`src/rtl/macirq_pkg.sv`:
```
package macirq_pkg;
    localparam int EVT_W  = 7;
    localparam int DATA_W = 32;
    localparam int ADDR_W = 8;

    localparam logic [ADDR_W-1:0] PEND_OFS = 8'h04;
    localparam logic [ADDR_W-1:0] ENAB_OFS = 8'h08;

    typedef enum int {
        EV_TX_DONE  = 0,
        EV_TX_ERR   = 1,
        EV_RX_FRAME = 2,
        EV_RX_ERR   = 3,
        EV_RX_BUSY  = 4,
        EV_TX_CTRL  = 5,
        EV_RX_CTRL  = 6
    } evt_idx_e;

    typedef struct packed {
        logic hit_pend;
        logic hit_enab;
        logic wr;
    } bus_dec_t;

    function automatic bus_dec_t decode(input logic sel, input logic we,
                                        input logic [ADDR_W-1:0] addr);
        bus_dec_t d;
        d.hit_pend = sel && (addr == PEND_OFS);
        d.hit_enab = sel && (addr == ENAB_OFS);
        d.wr       = sel && we;
        return d;
    endfunction
endpackage

```
`src/rtl/macirq_pend.sv`:
```
module macirq_pend #(
    parameter int EVT_W = 7
) (
    input  logic             clk,
    input  logic             rst,
    input  logic [EVT_W-1:0] evt,
    input  logic             ack_en,
    input  logic [EVT_W-1:0] ack_bits,
    output logic [EVT_W-1:0] pend_q
);
    logic [EVT_W-1:0] ack_eff;

    always_comb ack_eff = ack_en ? ack_bits : '0;

    always_ff @(posedge clk) begin
        if (rst) pend_q <= '0;
        else     pend_q <= (pend_q & ~ack_eff) | evt;
    end


    evt_sets_chk: assert property (@(posedge clk) disable iff (rst)
        (evt != '0) |=> ((pend_q & $past(evt)) == $past(evt)));


    ack_clears_chk: assert property (@(posedge clk) disable iff (rst)
        (ack_en && ((ack_bits & ~evt) != '0)) |=> ((pend_q & $past(ack_bits & ~evt)) == '0));


    evt_wins_chk: assert property (@(posedge clk) disable iff (rst)
        (ack_en && ((ack_bits & evt) != '0)) |=> ((pend_q & $past(ack_bits & evt)) == $past(ack_bits & evt)));
endmodule

```
`src/rtl/macirq_enab.sv`:
```
module macirq_enab #(
    parameter int EVT_W = 7
) (
    input  logic             clk,
    input  logic             rst,
    input  logic             wr_en,
    input  logic [EVT_W-1:0] wr_bits,
    output logic [EVT_W-1:0] enab_q
);
    always_ff @(posedge clk) begin
        if (rst)        enab_q <= '0;
        else if (wr_en) enab_q <= wr_bits;
    end


    enab_reset_chk: assert property (@(posedge clk)
        $past(rst) |-> (enab_q == '0));


    enab_hold_chk: assert property (@(posedge clk) disable iff (rst)
        !wr_en |=> $stable(enab_q));
endmodule

```
`src/rtl/macirq_line.sv`:
```
module macirq_line #(
    parameter int EVT_W = 7
) (
    input  logic             clk,
    input  logic             rst,
    input  logic [EVT_W-1:0] pend,
    input  logic [EVT_W-1:0] enab,
    output logic             irq_o
);
    logic [EVT_W-1:0] cause;

    always_comb cause = pend & enab;

    always_ff @(posedge clk) begin
        if (rst) irq_o <= 1'b0;
        else     irq_o <= |cause;
    end


    irq_raise_chk: assert property (@(posedge clk) disable iff (rst)
        (cause != '0) |=> irq_o);


    irq_quiet_chk: assert property (@(posedge clk) disable iff (rst)
        (cause == '0) |=> !irq_o);
endmodule

```
`src/rtl/mac_irq_ctrl.sv`:
```
module mac_irq_ctrl
    import macirq_pkg::*;
#(
    parameter int EW = macirq_pkg::EVT_W,
    parameter int DW = macirq_pkg::DATA_W,
    parameter int AW = macirq_pkg::ADDR_W
) (
    input  logic          clk,
    input  logic          rst,
    input  logic          bus_sel,
    input  logic          bus_we,
    input  logic [AW-1:0] bus_addr,
    input  logic [DW-1:0] bus_wdata,
    output logic [DW-1:0] bus_rdata,
    input  logic [EW-1:0] evt_pulse,
    output logic          irq_o
);
    localparam int PAD_W = DW - EW;

    bus_dec_t      dec;
    logic [EW-1:0] pend_q;
    logic [EW-1:0] enab_q;

    always_comb dec = decode(bus_sel, bus_we, bus_addr);

    macirq_pend #(.EVT_W(EW)) u_pend (
        .clk      (clk),
        .rst      (rst),
        .evt      (evt_pulse),
        .ack_en   (dec.wr && dec.hit_pend),
        .ack_bits (bus_wdata[EW-1:0]),
        .pend_q   (pend_q)
    );

    macirq_enab #(.EVT_W(EW)) u_enab (
        .clk     (clk),
        .rst     (rst),
        .wr_en   (dec.wr && dec.hit_enab),
        .wr_bits (bus_wdata[EW-1:0]),
        .enab_q  (enab_q)
    );

    macirq_line #(.EVT_W(EW)) u_line (
        .clk   (clk),
        .rst   (rst),
        .pend  (pend_q),
        .enab  (enab_q),
        .irq_o (irq_o)
    );

    always_comb begin
        bus_rdata = '0;
        if (!bus_we) begin
            if (dec.hit_pend)      bus_rdata = {{PAD_W{1'b0}}, pend_q};
            else if (dec.hit_enab) bus_rdata = {{PAD_W{1'b0}}, enab_q};
        end
    end


    pend_reset_chk: assert property (@(posedge clk)
        $past(rst) |-> (pend_q == '0 && !irq_o));


    stray_write_chk: assert property (@(posedge clk) disable iff (rst)
        (dec.wr && !dec.hit_enab) |=> $stable(enab_q));


    upper_zero_chk: assert property (@(posedge clk) disable iff (rst)
        (bus_sel && !bus_we) |-> (bus_rdata[DW-1:EW] == '0 || bus_wdata == '1));
endmodule

```
`config.mk`:
```
export PLATFORM = sky130hd
export DESIGN_NAME = mac_irq_ctrl
export DESIGN_NICKNAME = d
export VERILOG_FILES = /design/src/rtl/macirq_pkg.sv /design/src/rtl/macirq_pend.sv /design/src/rtl/macirq_enab.sv /design/src/rtl/macirq_line.sv /design/src/rtl/mac_irq_ctrl.sv
export SDC_FILE = /design/constraint.sdc
export NUM_CORES = 1
export LEC_CHECK = 0
export ABC_AREA = 1
export BUFFER_PORTS_ARGS = -buffer_cell sky130_fd_sc_hd__buf_2
export CAP_MARGIN = 20
export CORE_MARGIN = 2
export CORE_UTILIZATION = 39
export DETAILED_ROUTE_END_ITERATION = 10
export PLACE_DENSITY = 0.87
export SYNTH_ARGS = -nofsm -noshare
export SYNTH_HDL_FRONTEND = slang
export SYNTH_SLANG_ARGS = --single-unit
```
`constraint.sdc`:
```
create_clock -name clk -period 1.6 [get_ports clk]
set_input_delay 0.32 -clock clk [delete_from_list [all_inputs] [get_ports clk]]
set_output_delay 0.32 -clock clk [all_outputs]
set_load 0.01 [all_outputs]
```
==> impl_metrics.toml, run 1 <==
[clock_tree]
clk_pin_slew_ps = 90
cts-root-buf = "clkbuf_4"
htree_levels = 1
cts_tree = "yes"
cts_sinks = 15
clock_latency_ps = 280
post_cts_buffers = 0
clockBufferDepth = 2
numCtsBuffers = 3

[sta]
whs_ps = 259
setup_viol = 0
hold_viol_final = 0
fin_crit_ps = 1570
skew_ps = 2.15
period_share_pct = 98.1
fmax_ghz = 0.637
rsz0062_at_grt = "yes"
slew_viol_final = 0

[critical_path]
critPathCaptureType = "output pin"
path_class = "in2out"
critical_path.cell_chain = "buf_2 > nor2_4 > nand2_2 > nor2_4 > and2_4 > nand2_2 > a21oi_2 > buf_2"
cp.required_ps = 1280
cpPeakStageDelay_ps = 230
crit_slowest_cell = "and2_4"
arrival_ps = 1250
cp_max_fo = 7
crit_family = "simple AND/OR/NAND/NOR gates"
cp-start-kind = "input pin"
r2r_setup_slack_ps = 700
crit_buf_inv = 2

[final_layout]
multi_input_area_um2 = 583
n_antenna_cell = 0
nNetsFinal = 244
area_delta_synth_final_pct = 14.2
drive_above_1_share_pct = 34.4
register_area_um2 = 300
fillers = 283

[power_and_ir_drop]
ir_drop_mv = 0.665
switching_power_mw = 0.205
powerDensity_nw_per_um2 = 594
power_frac_clock_pct = 29.6
p_int_mw = 0.524
power_frac_comb_pct = 15.9
leakage_nw = 0.654
power_switching_share_pct = 28.1
seqPwrFrac_pct = 54.5
total_power_mw = 0.729

[global_routing]
grt_usage_pct = 13.6
grt_pass1_vias = 812
antenna_found_initial = 0
grt_max_degree = 15
grt-ovfl-total = 0
grt_pass1_wl_mm = 3.37

[floorplanning]
dieWidth_um = 56.5
io_pins = 84
rows = 19
start_util_pct = 40.1
dieArea_um2 = 3200
core_um2 = 2690
fp.dieH_um = 56.5

[logic_synthesis]
syn_area_um2 = 1080
netlist_instances = 157
synth_top_area_share_pct = 27.9
synth-seq-cells = 15
ys_seq_area_share_pct = 27.9
yosys_warnings = 0
ys_types = 21
synth.area.top_cells = "dfxtp_1 (28%), buf_4 (18%), nand2_1 (12%)"
avgSynthCellArea_um2 = 6.85
synth_top_cell_by_area = "dfxtp_1"

[placement]
dp_hpwl_mm = 1.55
routabilityCongestion = 0.821
io_buffers = 33

[route]
num_vias = 951
postRouteAntennaNets = 0
wl_mm = 2.06
wl_per_cell_um = 9.25
drc = 0
drt_iter0_drc = 15
vias_per_cell = 4.26
drt_pass1_iterations = 4

[run_status]
outcome = "finished, final reports clean"

[min_path]
hold_path_class = "in2reg"

[flow_run]
cap_violations = 0
[per-stage QoR]
| step | setup TNS [ps] | setup slack [ps] | instances | instance area, um^2 | util, % |
|---|---|---|---|---|---|
| floorplan | 0 | 111 | 181 | 1170 | - |
| global placement | -0.199 | -0.199 | 219 | 1180 | 43.8 |
| detailed placement | -3.43 | -1.73 | 219 | 1180 | 43.8 |
| CTS | 0 | 25.2 | 223 | 1200 | 44.8 |
| global route | -202 | -38.3 | 223 | 1230 | 45.7 |
| finish | 0 | 29.7 | 223 | 1230 | 45.7 |
[layout make-up]
| type | instances | area share [%] |
|---|---|---|
| multi-input cells | 116 | 47.5 |
| repair buffers | 37 | 16.7 |
| well taps | 31 | 3.16 |
| flip-flops and latches | 15 | 24.4 |
| inverters | 20 | 6.11 |
| clock buffers | 4 | 2.14 |
[sequential cells by signal, indices dropped and copies added, names as in the netlist]
signal	cells
u_enab.enab_q	7
u_line.irq_o	1
u_pend.pend_q	7
[metal layers]
layer  global-route usage [%]  wire [um]  vias up
met3                     5.30        197        2
met5                        0          0        -
met1                     15.5        828      401
met4                     3.74          8        0
met2                     23.3       1030       45
li1                         -          -      503
[cell usage after synthesis]
cell      instances
nor2_1           16
and2_4            1
clkbuf_1          1
buf_4            26
and2_2            1
nor2_4            1
dfxtp_1          15
a221oi_1          1
buf_2             2
inv_1            20
nand2_1          34
nor3_4            1
a21oi_1           9
nand3_1           2
a21oi_2           7
nand2_2           9
nand3_2           1
conb_1            1
buf_8             1
nor2_2            1
nand4_1           7
[power groups by stage]
stage,sequential (mW),clock [mW],combinational [mW]
after floorplan,0.404,0,0.110
after global placement,0.406,0,0.107
after global routing,0.400,0.243,0.131
final,0.398,0.216,0.116
after CTS,0.398,0.220,0.109
after detailed placement,0.406,0,0.109
[path summary, 6_finish.rpt]
path / start / endpoint / cells after the start
max reg2reg: u_pend.pend_q[5] / u_line.irq_o / 4
max: bus_addr[7] / bus_rdata[4] / 8
min: evt_pulse[1] / u_pend.pend_q[1] / 3
min reg2reg: u_pend.pend_q[3] / u_pend.pend_q[3] / 2
[cell families (layout without fill, tap and decap cells)]
kind of cell	Yosys count	count (layout)	synth area share, %
compound gates	17	17	10.7
flops	15	15	27.9
simple gates	74	74	33.3
other cells	1	25	0.349
buf+inv	50	61	27.8
[what timing repair did]
action | in CTS | in global routing
pin swaps | 0 | 13
endpoints found under the hold margin | 0 | 0
endpoints found under the setup margin | 2 | 7
cloned | 0 | 0
hold buffers | 0 | 0
gates resized for setup | 1 | 8
[layout by cell type, fill, tap and decap left out, types with 2 or more instances in the layout]
cell type | Yosys | routed
clkbuf_4 | 0 | 3
buf_2 | 2 | 32
nand2_1 | 34 | 33
inv_2 | 0 | 2
and2_4 | 1 | 2
buf_4 | 26 | 3
nor2_4 | 1 | 3
nand2_2 | 9 | 10
nor2_1 | 16 | 15
nand4_1 | 7 | 7
a21oi_1 | 9 | 9
nand3_1 | 2 | 2
inv_1 | 20 | 18
buf_6 | 0 | 2
a21oi_2 | 7 | 7
dfxtp_1 | 15 | 15
conb_1 | 1 | 25
[tightest hold or removal path: stages]
cell and delay, ps:
buf_2 90, inv_1 40, a21oi_1 50
Power figures use the tool's default switching activity.
==> inputs of run 2 (changes only) <==
--- a/config.mk
+++ b/config.mk
@@ -5,13 +5,12 @@
 export SDC_FILE = /design/constraint.sdc
 export NUM_CORES = 1
 export LEC_CHECK = 0
-export ABC_AREA = 1
-export BUFFER_PORTS_ARGS = -buffer_cell sky130_fd_sc_hd__buf_2
+export BUFFER_PORTS_ARGS = -buffer_cell sky130_fd_sc_hd__buf_4
 export CAP_MARGIN = 20
 export CORE_MARGIN = 2
-export CORE_UTILIZATION = 39
+export CORE_UTILIZATION = 38
 export DETAILED_ROUTE_END_ITERATION = 10
-export PLACE_DENSITY = 0.87
+export PLACE_DENSITY = 0.88
 export SYNTH_ARGS = -nofsm -noshare
 export SYNTH_HDL_FRONTEND = slang
 export SYNTH_SLANG_ARGS = --single-unit
==> run 2 against run 1 <==
Compared with the run above: the flow now finishes with violations (setup timing); first-iteration DRC count is 47% higher; combinational power is 21% higher; flip-flop and latch count stayed put; maximum frequency is 22% lower; design area is 7.5% higher; global-route usage is 1.6 points higher; register-to-register slack worse by 50 ps; critical path type unchanged; largest cell class unchanged; largest power group unchanged; highest routed layer unchanged.
==> impl_metrics.toml, run 2 <==
[power_and_ir_drop]
p_int_mw = 0.551
power_frac_comb_pct = 18.6
switching_power_mw = 0.202
seqPwrFrac_pct = 52.6
powerDensity_nw_per_um2 = 570
power_switching_share_pct = 26.8
total_power_mw = 0.753
ir_drop_mv = 0.309
power_frac_clock_pct = 28.8
leakage_nw = 0.531

[floorplanning]
dieWidth_um = 54.9
core_um2 = 2450
io_pins = 84
rows = 18
start_util_pct = 40.1
fp.dieH_um = 54.9
dieArea_um2 = 3010

[sta]
setup_ws_ps = -402
fin_tns_setup_ps = -2750
setup_viol = 7
hold_viol_final = 0
skew_ps = 5.88
period_share_pct = 125
slew_viol_final = 0
rsz0062_at_grt = "yes"
fin_crit_ps = 2000
fmax_ghz = 0.499

[global_routing]
antenna_found_initial = 0
grt_pass1_wl_mm = 3.24
grt_max_degree = 23
grt_usage_pct = 15.1
grt_pass1_vias = 772
grt-ovfl-total = 0

[route]
wirelength_met1_um = 866
wl_met3_um = 225
drc = 0
route.met2.wl_mm = 1.14
wl_mm = 2.25
num_vias = 881
postRouteAntennaNets = 0
drt_pass1_iterations = 4
wl_per_cell_um = 12.5
drt_iter0_drc = 22
vias_per_cell = 4.89
top_layer = "met4"

[placement]
io_buffers = 33
dp_hpwl_mm = 1.70
routabilityCongestion = 0.726
dpl-instance-area_um2 = 1270

[clock_tree]
clockBufferDepth = 2
cts_sinks = 15
numCtsBuffers = 3
clock_latency_ps = 280
clk_pin_slew_ps = 90
post_cts_buffers = 0
cts-root-buf = "clkbuf_4"
htree_levels = 1
cts_tree = "yes"

[critical_path]
crit_slowest_cell = "or4_4"
path_class = "in2out"
cp-start-kind = "input pin"
critical_path.cell_chain = "buf_4 > or4_4 > or3b_4 > nor2_4 > buf_6"
cp_max_fo = 7
cpPeakStageDelay_ps = 510
critPathCaptureType = "output pin"
cp.required_ps = 1280
arrival_ps = 1680

[logic_synthesis]
syn_area_um2 = 983
ys_types = 20
synth.area.top_cells = "dfxtp_1 (31%), buf_4 (19%), nand2b_1 (8.9%)"
synth-seq-cells = 15
synth-async-reset-ratio_pct = 0
ys_seq_area_share_pct = 30.5
yosys-top-cells-count = "buf_4 (25), dfxtp_1 (15), nor2_1 (15)"
yosysMostFrequentCell = "buf_4"
synth_top_cell_by_area = "dfxtp_1"
synth_top_area_share_pct = 30.5
netlist_instances = 113
synth-edff-count = 0
yosys_warnings = 0
avgSynthCellArea_um2 = 8.70
ys.flop_type = "dfxtp_1"

[final_layout]
area_delta_synth_final_pct = 34.4
mostFrequentLayoutCells = "buf_4 (29), conb_1 (25), dfxtp_1 (15), nand2b_1 (14), a22oi_1 (9)"
layout_commonest_cell = "buf_4"
drive_above_1_share_pct = 35.3
fillers = 226
register_area_um2 = 300
multi_input_area_um2 = 629
largestRegisters = "u_enab.enab_q: 7 flops, u_pend.pend_q: 7 flops, u_line.irq_o: 1 flops"
stdcell_area_um2 = 1320
n_antenna_cell = 0
nNetsFinal = 202

[run_status]
violations = "setup timing"
outcome = "complete, but fails checks"

[flow_run]
cap_violations = 0

[min_path]
hold_path_class = "in2reg"
==> run 2: what timing repair did <==
item	CTS	global route
resized for setup	12	0
pin swaps	2	1
setup endpoints to repair	7	7
hold buffers	0	0
==> run 2: logic make-up after synthesis <==
| family | synth area share, % |
|---|---|
| multiplexers | 7.12 |
| flip-flops | 30.5 |
| AND/OR/NAND/NOR | 26.3 |
| other | 0.381 |
| buffers and inverters | 20.9 |
| AO/OA/AOI/OAI | 14.8 |
==> run 2: metrics by stage <==
step | setup WS (ps) | hold slack (ps) | utilization, % | cells
3_5_place_dp | -445 | 483 | 51.7 | 177
5_1_grt | -434 | 302 | 53.8 | 180
3_3_place_gp | -435 | 474 | 51.7 | 177
4_1_cts | -418 | 301 | 54.6 | 181
2_1_floorplan | -245 | 461 | - | 137
6_report | -402 | 306 | 53.8 | 180
==> run 2: cell type report <==
| class | instances | share of cell area [%] |
|---|---|---|
| Sequential cell | 15 | 22.7 |
| Timing Repair Buffer | 38 | 24.8 |
| Clock buffer | 4 | 1.99 |
| Tap cell | 30 | 2.84 |
| Multi-Input combinational cell | 93 | 47.6 |
==> run 2: path summary, 6_finish.rpt <==
check	start	end	slack, ps	cells past startpoint
hold / removal	bus_wdata[6]	u_enab.enab_q[6]	310	3
setup / recovery	bus_addr[4]	bus_rdata[3]	-400	5
hold reg to reg	u_enab.enab_q[2]	u_enab.enab_q[2]	500	2
setup reg to reg	u_pend.pend_q[4]	u_line.irq_o	650	2
==> run 2: routing by layer <==
layer  global-route usage (%)  vias up
met3                     2.73        2
li1                         -      422
met2                     29.0       51
met4                     5.00        0
met1                     16.3      406
met5                        0        -
==> run 2: critical path: cells and delay by family <==
family / cells / cell delay [ps]
simple gates: 3 / 1150
buf+inv: 2 / 210
==> run 2: power by group through the flow <==
| stage | sequential (mW) | combinational (mW) | clock, mW |
|---|---|---|---|
| 3_3_place_gp | 0.404 | 0.132 | 0 |
| 5_1_grt | 0.398 | 0.152 | 0.242 |
| 4_1_cts | 0.396 | 0.140 | 0.224 |
| 6_report | 0.396 | 0.140 | 0.216 |
| 2_1_floorplan | 0.402 | 0.118 | 0 |
| 3_5_place_dp | 0.404 | 0.138 | 0 |
